## src/rtl/ser_ptr_pkg.sv

```systemverilog
package ser_ptr_pkg;
  localparam int BYTE_W = 8;

  // pointer value that selects the pending view for one status read
  localparam logic [BYTE_W-1:0] PTR_PEND_SEL = 8'h03;
  // control command that retires the transmit interrupt
  localparam logic [BYTE_W-1:0] CMD_TX_ACK   = 8'h28;

  // bit positions in the two status views
  localparam int ST_RX_AVAIL = 0;
  localparam int ST_TX_EMPTY = 2;
  localparam int PV_TX       = 4;
  localparam int PV_RX       = 5;

  typedef struct packed {
    logic ctrl_wr;
    logic ctrl_rd;
    logic data_wr;
    logic data_rd;
    logic any_rd;
  } bus_op_t;
endpackage

```

## src/rtl/ser_ptr_decode.sv

```systemverilog
module ser_ptr_decode
  import ser_ptr_pkg::*;
#(
  parameter int ADDR_W   = 8,
  parameter logic [ADDR_W-1:0] CTRL_OFS = ADDR_W'(8'h80),
  parameter logic [ADDR_W-1:0] DATA_OFS = ADDR_W'(8'hC0)
) (
  input  logic [ADDR_W-1:0] bus_addr,
  input  logic              bus_wr,
  input  logic              bus_rd,
  output bus_op_t           op
);
  logic hit_ctrl;
  logic hit_data;
  logic wr_eff;

  assign hit_ctrl = (bus_addr == CTRL_OFS);
  assign hit_data = (bus_addr == DATA_OFS);
  // a read in the same cycle takes the bus; the write is dropped
  assign wr_eff   = bus_wr & ~bus_rd;

  always_comb begin
    op.ctrl_wr = wr_eff & hit_ctrl;
    op.data_wr = wr_eff & hit_data;
    op.ctrl_rd = bus_rd & hit_ctrl;
    op.data_rd = bus_rd & hit_data;
    op.any_rd  = bus_rd;
  end
endmodule

```

## src/rtl/ser_ptr_rxq.sv

```systemverilog
module ser_ptr_rxq #(
  parameter int DEPTH = 16,
  parameter int W     = 8
) (
  input  logic                     clk,
  input  logic                     rst,
  input  logic                     push,
  input  logic [W-1:0]             din,
  input  logic                     pop,
  output logic [W-1:0]             head,
  output logic [$clog2(DEPTH+1)-1:0] count,
  output logic                     full,
  output logic                     empty
);
  localparam int PTR_W = (DEPTH > 1) ? $clog2(DEPTH) : 1;
  localparam int CNT_W = $clog2(DEPTH + 1);
  localparam logic [PTR_W-1:0] LAST = PTR_W'(DEPTH - 1);

  logic [W-1:0]     mem [DEPTH];
  logic [PTR_W-1:0] wp;
  logic [PTR_W-1:0] rp;

  // storage without reset so it can map onto RAM
  always_ff @(posedge clk) begin
    if (push) mem[wp] <= din;
  end

  always_ff @(posedge clk) begin
    if (rst) begin
      wp    <= '0;
      rp    <= '0;
      count <= '0;
    end else begin
      if (push) wp <= (wp == LAST) ? '0 : wp + PTR_W'(1);
      if (pop)  rp <= (rp == LAST) ? '0 : rp + PTR_W'(1);
      count <= count + CNT_W'(push) - CNT_W'(pop);
    end
  end

  assign head  = mem[rp];
  assign full  = (count == CNT_W'(DEPTH));
  assign empty = (count == '0);
endmodule

```

## src/rtl/ser_ptr_core.sv

```systemverilog
module ser_ptr_core
  import ser_ptr_pkg::*;
(
  input  logic              clk,
  input  logic              rst,
  input  bus_op_t           op,
  input  logic [BYTE_W-1:0] wdata,
  input  logic [BYTE_W-1:0] q_head,
  input  logic              q_empty,
  input  logic              q_last,
  input  logic              q_push,
  output logic              q_pop,
  output logic [BYTE_W-1:0] rd_data,
  output logic              rd_valid,
  output logic [BYTE_W-1:0] tx_data,
  output logic              tx_valid,
  output logic              irq,
  output logic              err,
  output logic              tx_pend,
  output logic              rx_pend
);
  logic [BYTE_W-1:0] ptr_q;
  logic [BYTE_W-1:0] ptr_n;
  logic              tx_pend_n;
  logic              rx_pend_n;
  logic              err_n;
  logic              ack_cmd;
  logic [BYTE_W-1:0] status_v;
  logic [BYTE_W-1:0] rdata_n;

  assign ack_cmd = op.ctrl_wr && (wdata == CMD_TX_ACK);
  assign q_pop   = op.data_rd & ~q_empty;

  // status value seen through the current pointer
  always_comb begin
    status_v = '0;
    if (ptr_q == PTR_PEND_SEL) begin
      if (tx_pend)      status_v[PV_TX] = 1'b1;
      else if (rx_pend) status_v[PV_RX] = 1'b1;
    end else begin
      status_v[ST_TX_EMPTY] = 1'b1;
      status_v[ST_RX_AVAIL] = rx_pend;
    end
  end

  always_comb begin
    rdata_n = '0;
    if (op.ctrl_rd)                  rdata_n = status_v;
    else if (op.data_rd && !q_empty) rdata_n = q_head;
  end

  always_comb begin
    ptr_n = ptr_q;
    if (op.ctrl_wr)                                ptr_n = wdata;
    else if (op.ctrl_rd && ptr_q == PTR_PEND_SEL)  ptr_n = '0;

    tx_pend_n = tx_pend;
    if (op.data_wr)    tx_pend_n = 1'b1;
    else if (ack_cmd)  tx_pend_n = 1'b0;

    rx_pend_n = rx_pend;
    if (q_push)               rx_pend_n = 1'b1;
    else if (q_pop && q_last) rx_pend_n = 1'b0;

    err_n = err | (ack_cmd & ~tx_pend) | (op.data_rd & q_empty);
  end

  always_ff @(posedge clk) begin
    if (rst) begin
      ptr_q    <= '0;
      tx_pend  <= 1'b0;
      rx_pend  <= 1'b0;
      err      <= 1'b0;
      irq      <= 1'b0;
      rd_data  <= '0;
      rd_valid <= 1'b0;
      tx_data  <= '0;
      tx_valid <= 1'b0;
    end else begin
      ptr_q    <= ptr_n;
      tx_pend  <= tx_pend_n;
      rx_pend  <= rx_pend_n;
      err      <= err_n;
      irq      <= tx_pend_n | rx_pend_n;
      rd_valid <= op.any_rd;
      if (op.any_rd)  rd_data <= rdata_n;
      tx_valid <= op.data_wr;
      if (op.data_wr) tx_data <= wdata;
    end
  end
endmodule

```

## src/rtl/ser_ptr_port.sv

```systemverilog
module ser_ptr_port
  import ser_ptr_pkg::*;
#(
  parameter int ADDR_W = 8,
  parameter logic [ADDR_W-1:0] CTRL_OFS = ADDR_W'(8'h80),
  parameter logic [ADDR_W-1:0] DATA_OFS = ADDR_W'(8'hC0),
  parameter int DEPTH = 16
) (
  input  logic              clk,
  input  logic              rst,
  input  logic [ADDR_W-1:0] bus_addr,
  input  logic              bus_wr,
  input  logic              bus_rd,
  input  logic [7:0]        bus_wdata,
  output logic [7:0]        rd_data,
  output logic              rd_valid,
  input  logic [7:0]        rx_data,
  input  logic              rx_valid,
  output logic              rx_ready,
  output logic [7:0]        tx_data,
  output logic              tx_valid,
  output logic              irq,
  output logic              err
);
  localparam int CNT_W = $clog2(DEPTH + 1);

  bus_op_t           op;
  logic              q_push;
  logic              q_pop;
  logic [BYTE_W-1:0] q_head;
  logic [CNT_W-1:0]  rxq_count;
  logic              q_full;
  logic              q_empty;
  logic              tx_pend;
  logic              rx_pend;

  ser_ptr_decode #(
    .ADDR_W  (ADDR_W),
    .CTRL_OFS(CTRL_OFS),
    .DATA_OFS(DATA_OFS)
  ) u_dec (
    .bus_addr(bus_addr),
    .bus_wr  (bus_wr),
    .bus_rd  (bus_rd),
    .op      (op)
  );

  assign rx_ready = ~q_full;
  assign q_push   = rx_valid & ~q_full;

  ser_ptr_rxq #(
    .DEPTH(DEPTH),
    .W    (BYTE_W)
  ) u_rxq (
    .clk  (clk),
    .rst  (rst),
    .push (q_push),
    .din  (rx_data),
    .pop  (q_pop),
    .head (q_head),
    .count(rxq_count),
    .full (q_full),
    .empty(q_empty)
  );

  ser_ptr_core u_core (
    .clk     (clk),
    .rst     (rst),
    .op      (op),
    .wdata   (bus_wdata),
    .q_head  (q_head),
    .q_empty (q_empty),
    .q_last  (rxq_count == CNT_W'(1)),
    .q_push  (q_push),
    .q_pop   (q_pop),
    .rd_data (rd_data),
    .rd_valid(rd_valid),
    .tx_data (tx_data),
    .tx_valid(tx_valid),
    .irq     (irq),
    .err     (err),
    .tx_pend (tx_pend),
    .rx_pend (rx_pend)
  );
endmodule

```

## config.mk

```make
export PLATFORM = sky130hd
export DESIGN_NAME = ser_ptr_port
export DESIGN_NICKNAME = d
export VERILOG_FILES = /design/src/rtl/ser_ptr_pkg.sv /design/src/rtl/ser_ptr_decode.sv /design/src/rtl/ser_ptr_rxq.sv /design/src/rtl/ser_ptr_core.sv /design/src/rtl/ser_ptr_port.sv
export SDC_FILE = /design/constraint.sdc
export NUM_CORES = 1
export LEC_CHECK = 0
export ABC_AREA = 0
export BUFFER_PORTS_ARGS = -buffer_cell sky130_fd_sc_hd__buf_2
export CAP_MARGIN = 20
export CORE_UTILIZATION = 64
export DETAILED_ROUTE_END_ITERATION = 8
export PLACE_DENSITY = 0.92
export REMOVE_ABC_BUFFERS = 1
export SLEW_MARGIN = 20
export SYNTH_ARGS = -nofsm -noshare
export SYNTH_HDL_FRONTEND = slang
export SYNTH_HIERARCHICAL = 1
export SYNTH_SLANG_ARGS = --single-unit
```

## constraint.sdc

```tcl
create_clock -name clk -period 8.4 [get_ports clk]
set_input_delay 2.1 -clock clk [delete_from_list [all_inputs] [get_ports clk]]
set_output_delay 2.1 -clock clk [all_outputs]
set_load 0.01 [all_outputs]
```

# Word level (Yosys, flattened, before mapping)
# Memories as Yosys holds them, arrays and structs flattened. A register that Yosys moved wholly into a read port is not among the register bits.
# Cells that the tools add are included.
op_classes:
  bitwise: 16
  addsub: 4
  n_reduce_logical: 7
  n_eq_ne: 8
  n_mux: 20
ops:
  columns: ["operator", "n"]
  rows:
  - ["$mux W8", 4]
  - ["$eq A8 B8 Y1 const B", 2]
  - ["$mux W4", 4]
  - ["$mux W1", 11]
  - ["$and A1 B1 Y1", 9]
  - ["$add A4 B1 Y4 const B", 2]
  - ["$eq A4 B4 Y1 const B", 2]
  - ["$eq A8 B2 Y1 const B", 1]
  - ["$eq A8 B6 Y1 const B", 1]
  - ["$add A5 B1 Y5", 1]
  - ["$eq A5 B1 Y1 const B", 1]
  - ["$eq A5 B5 Y1 const B", 1]
  - ["$logic_not A5 Y1", 1]
  - ["$sub A5 B1 Y5", 1]
  - ["$logic_and A1 B1 Y1", 4]
  - ["$not A1 Y1", 4]
  - ["$or A1 B1 Y1", 3]
  - ["$mux W2", 1]
  - ["$reduce_bool A2 Y1", 1]
  - ["$logic_not A1 Y1", 1]
totals:
  mem_count: 1
  mem_bits_rw: 128
  in_bits: 29
  out_inout_bits: 21
  elab_cells: 68
  ff_bits: 43
mem_list:
  columns: ["name", "depth", "word_bits", "rd", "rd_ports_with_merged_regs", "write_ports", "line_no", "rtl"]
  rows:
  - ["u_rxq.mem", 16, 8, 1, 1, 1, "ser_ptr_rxq.sv:19", "logic [W-1:0] mem [DEPTH];"]

# Logic depth before layout (Yosys ltp)
depth:
  word_depth: 7
  depth_mapped: 12
  depth_no_buf: 12

# By module
# The synthesis kept the hierarchy.
modules_own_cells:
  columns: ["mod", "area_each_um2", "n_inst", "cells_each", "seq_area_each_um2"]
  rows:
  - ["ser_ptr_rxq", 5815.6, 1, 302, 4184.0]
  - ["ser_ptr_core", 1182.4, 1, 119, 600.6]
  - ["ser_ptr_decode", 66.3, 1, 10, 0.0]
  - ["ser_ptr_port", 28.8, 1, 4, 0.0]

# Worst setup path after synthesis
# No wires, ideal clock.
synth_path:
  kind: "in2reg"
  startpoint: "input bus_addr[3]"
  endpoint: "register u_rxq.count[4]"
  required_time_ns: 8.329
  path_slack_ns: 3.510
  path_buffers: 0
  setup_ns: 0.071
  arrival_ns: 4.820
  cell_stages: 11
  cell_sequence: "or4_1 > nor3_1 > nor2b_1 > ha_1 > inv_1 > ha_1 > fa_1 > a21oi_1 > nor2_1 > or3_1 > a21oi_1"
synth_lines:
  columns: ["element", "line_no", "rtl"]
  rows:
  - ["start: declaration", "ser_ptr_port.sv:11", "input logic [ADDR_W-1:0] bus_addr,"]
  - ["end signal: assignment", "ser_ptr_rxq.sv:36", "count <= count + CNT_W'(push) - CNT_W'(pop);"]
  - ["end: declaration", "ser_ptr_rxq.sv:11", "output logic [$clog2(DEPTH+1)-1:0] count,"]

==> reports/metrics.cfg <==
[run_status]
status = completed

[sta]
tns_ps = 0
setup_slack_ps = 3560
fin_crit_sh_pct = 57.6
hold_viol = 0
slew_headroom_pct = 28.5
grt_setup_unrepaired = false
slew_viol_final = 0
fmax_ghz = 0.207
setup_viol = 0
holdWs_ps = 471
finClkSkew_ps = 10.7
min_period_ps = 4840
max_slew.worst_pin.slew_ps = 1070

[power]
powerDensity_nw_per_um2 = 239
leakage_nw = 2.76
vdd_drop_max_mv = 0.199

[logic_synthesis]
synth_top_family_by_area = multiplexers
synth_cell_types = 55
synth_xor_xnor_area_share_pct = 0.617
synth_edf_count = 128
yosys.area_share.simple_pct = 9.00
ys_ff_latch = 175
synthMuxAreaShare_pct = 13.6
synth_warnings = 6
synthArstFlopShare_pct = 0
synth.avg_cell_area_sq_um = 16.3
synth_common_cells = 128 x edfxtp_1, 47 x dfxtp_1, 30 x nor2_1, 18 x nand2_1, 17 x and2_1
synth.most_common_cell = edfxtp_1
syn_area_sq_um = 7090
yosysTopAreaCell = edfxtp_1
synthTopCellsByArea = edfxtp_1 54%, dfxtp_1 13%, mux4_1 5.9%
seq_area_frac_synth_pct = 67.5
synthCells = 435
synth-compound-area-share_pct = 4.53
synth_ff_type = edfxtp_1
synth_top_area_share_pct = 54.2
synthAdderAreaFrac_pct = 2.22

[cts]
cts_buffers = 17
root_buffer = clkbuf_8
cts_hold_buf = 0
path_clk_slew_ps = 70
cts_tree = yes
cts_max_level = 4
cts_resized = 0
clock_sinks = 175
post_cts_buffers = 0
clkLatencyLatePin_ps = 540
clk_path_buf_depth = 2

[setup_path]
path_max_fanout = 6
startpoint_type = input pin
rrSetupSlack_ps = 4760
crit_path_end_kind = flop
r2r_cells = 12
critPathKind = input pin to flop
r2r-end = u_rxq/count[4]
required_ps = 8860
reg2reg_from = u_rxq/count[2]
crit_arrival_ps = 5290

[floorplanning]
die_y_microns = 107
die_area_sq_um = 11500
dieWidth_microns = 107
num_rows = 38
core_area_sq_um = 10800
initial_utilization_pct = 65.4
boundaryPins = 50

[worst_hold_path]
holdPathEnd = u_core/rd_data[6]
hold_start = u_core/rd_data[6]
holdCritPathClass = flop to flop
holdPathStages = 2

[global_route]
overflow = 0
grt_pass1_wl_mm = 22.1
first_global_vias = 4107
grt_max_degree = 42
grt_antenna_before_repair = 0
track_usage_pct = 27.1

[cells_and_area]
fillers = 592
fin_cells = 639
antennaDiodeCount = 0
area_growth_pct = 12.7
drive_gt1_share_pct = 21.2
final_area_sq_um = 8000
finalNetCount = 527

[placed_design]
dp_slack_ps = 3050
gp_congestion = 0.782
port_buffers = 49
dp_cells = 607
postPlaceCellArea_sq_um = 7400
dp_hpwl_mm = 8.40

[detailed_routing]
drtIter0Drc = 299
first_pass_iters = 5
wl_per_cell_microns = 22.6
ant_nets = 0
wl_mm = 14.4
drc = 0
vias_per_cell = 6.36
via_count = 4062

[job]
maxCapViolCount = 0

==> through the flow <==
stage               util, %  power (mW)
floorplan                 -        1.07
global placement       68.2        1.11
detailed placement     68.2        1.13
CTS                    73.8        1.91
global route           73.8        1.97
finish                 73.8        1.91
==> metal layers <==
layer	up-vias	wire, microns	share of wire (%)	track usage, %
met5	-	0	0	0
met4	0	476	3.3	13.3
met3	44	949	6.6	6.96
met2	192	7090	49	42.7
met1	2040	5900	41	35.5
li1	1786	-	-	-
==> logic make-up after synthesis <==
logic type      count (synthesis)
mux                            50
xor+xnor                        5
simple gates                  113
buf+inv                        32
compound gates                 48
fa+ha+maj                      12
flops                         175
==> registers in the layout (all words and copies together), names as in the netlist, named ones only <==
name / count
u_core/tx_valid: 1
u_core/err: 1
u_core/tx_pend: 1
u_rxq/rp: 4
u_core/rd_valid: 1
u_core/ptr_q: 8
u_rxq/wp: 4
u_core/tx_data: 8
u_core/irq: 1
u_rxq/mem: 128
u_core/rd_data: 8
u_core/rx_pend: 1
u_rxq/count: 5
==> worst max-delay path: stages <==
cell and delay, ps:
buf_2 90, or4_1 580, nor3_1 410, nor2b_1 460, ha_1 210, inv_1 40, ha_1 200, fa_1 430
a21oi_1 190, nor2_1 70, or3_1 360, a21oi_1 150
==> worst max-delay path by stage <==
stage | start | to | slack [ps]
final | bus_addr[3] | u_rxq/count[4] | 3560
after detailed placement | bus_addr[3] | u_rxq/count[4] | 3050
after floorplan | bus_addr[3] | u_rxq/count[4] | 3510
after global placement | bus_addr[3] | u_rxq/count[4] | 3210
after global routing | bus_addr[3] | u_rxq/count[4] | 3420
after CTS | bus_addr[3] | u_rxq/count[4] | 3630
==> power by group <==
group	total (mW)	switching [mW]	leakage [nW]	internal, mW
clock network	0.792	0.333	0.290	0.459
registers	0.969	0.0162	1.54	0.953
logic	0.148	0.0892	0.929	0.0592
==> area by class of cell <==
class                           instances  area (sq um)  area share (%)
Tap cell                              140           175            2.19
Clock buffer                           18           418            5.23
Sequential cell                       175          4790            59.9
Inverter                               12          45.0           0.563
Multi-Input combinational cell        228          2120            26.6
Clock inverter                         14           179            2.24
Timing Repair Buffer                   52           268            3.35
==> cells in the final DEF (no fill, tap or decap), drive strengths merged, types with 7 or more instances in the layout <==
cell    count
nand2      18
nor2b       8
a21oi      13
and2       17
a22oi      16
nand2b      7
mux2i      16
mux4       32
dfxtp      47
buf        52
nand3       8
inv        17
clkbuf     18
edfxtp    128
ha         11
nor2       30
Note: power is estimated with default switching activity, not from simulation.
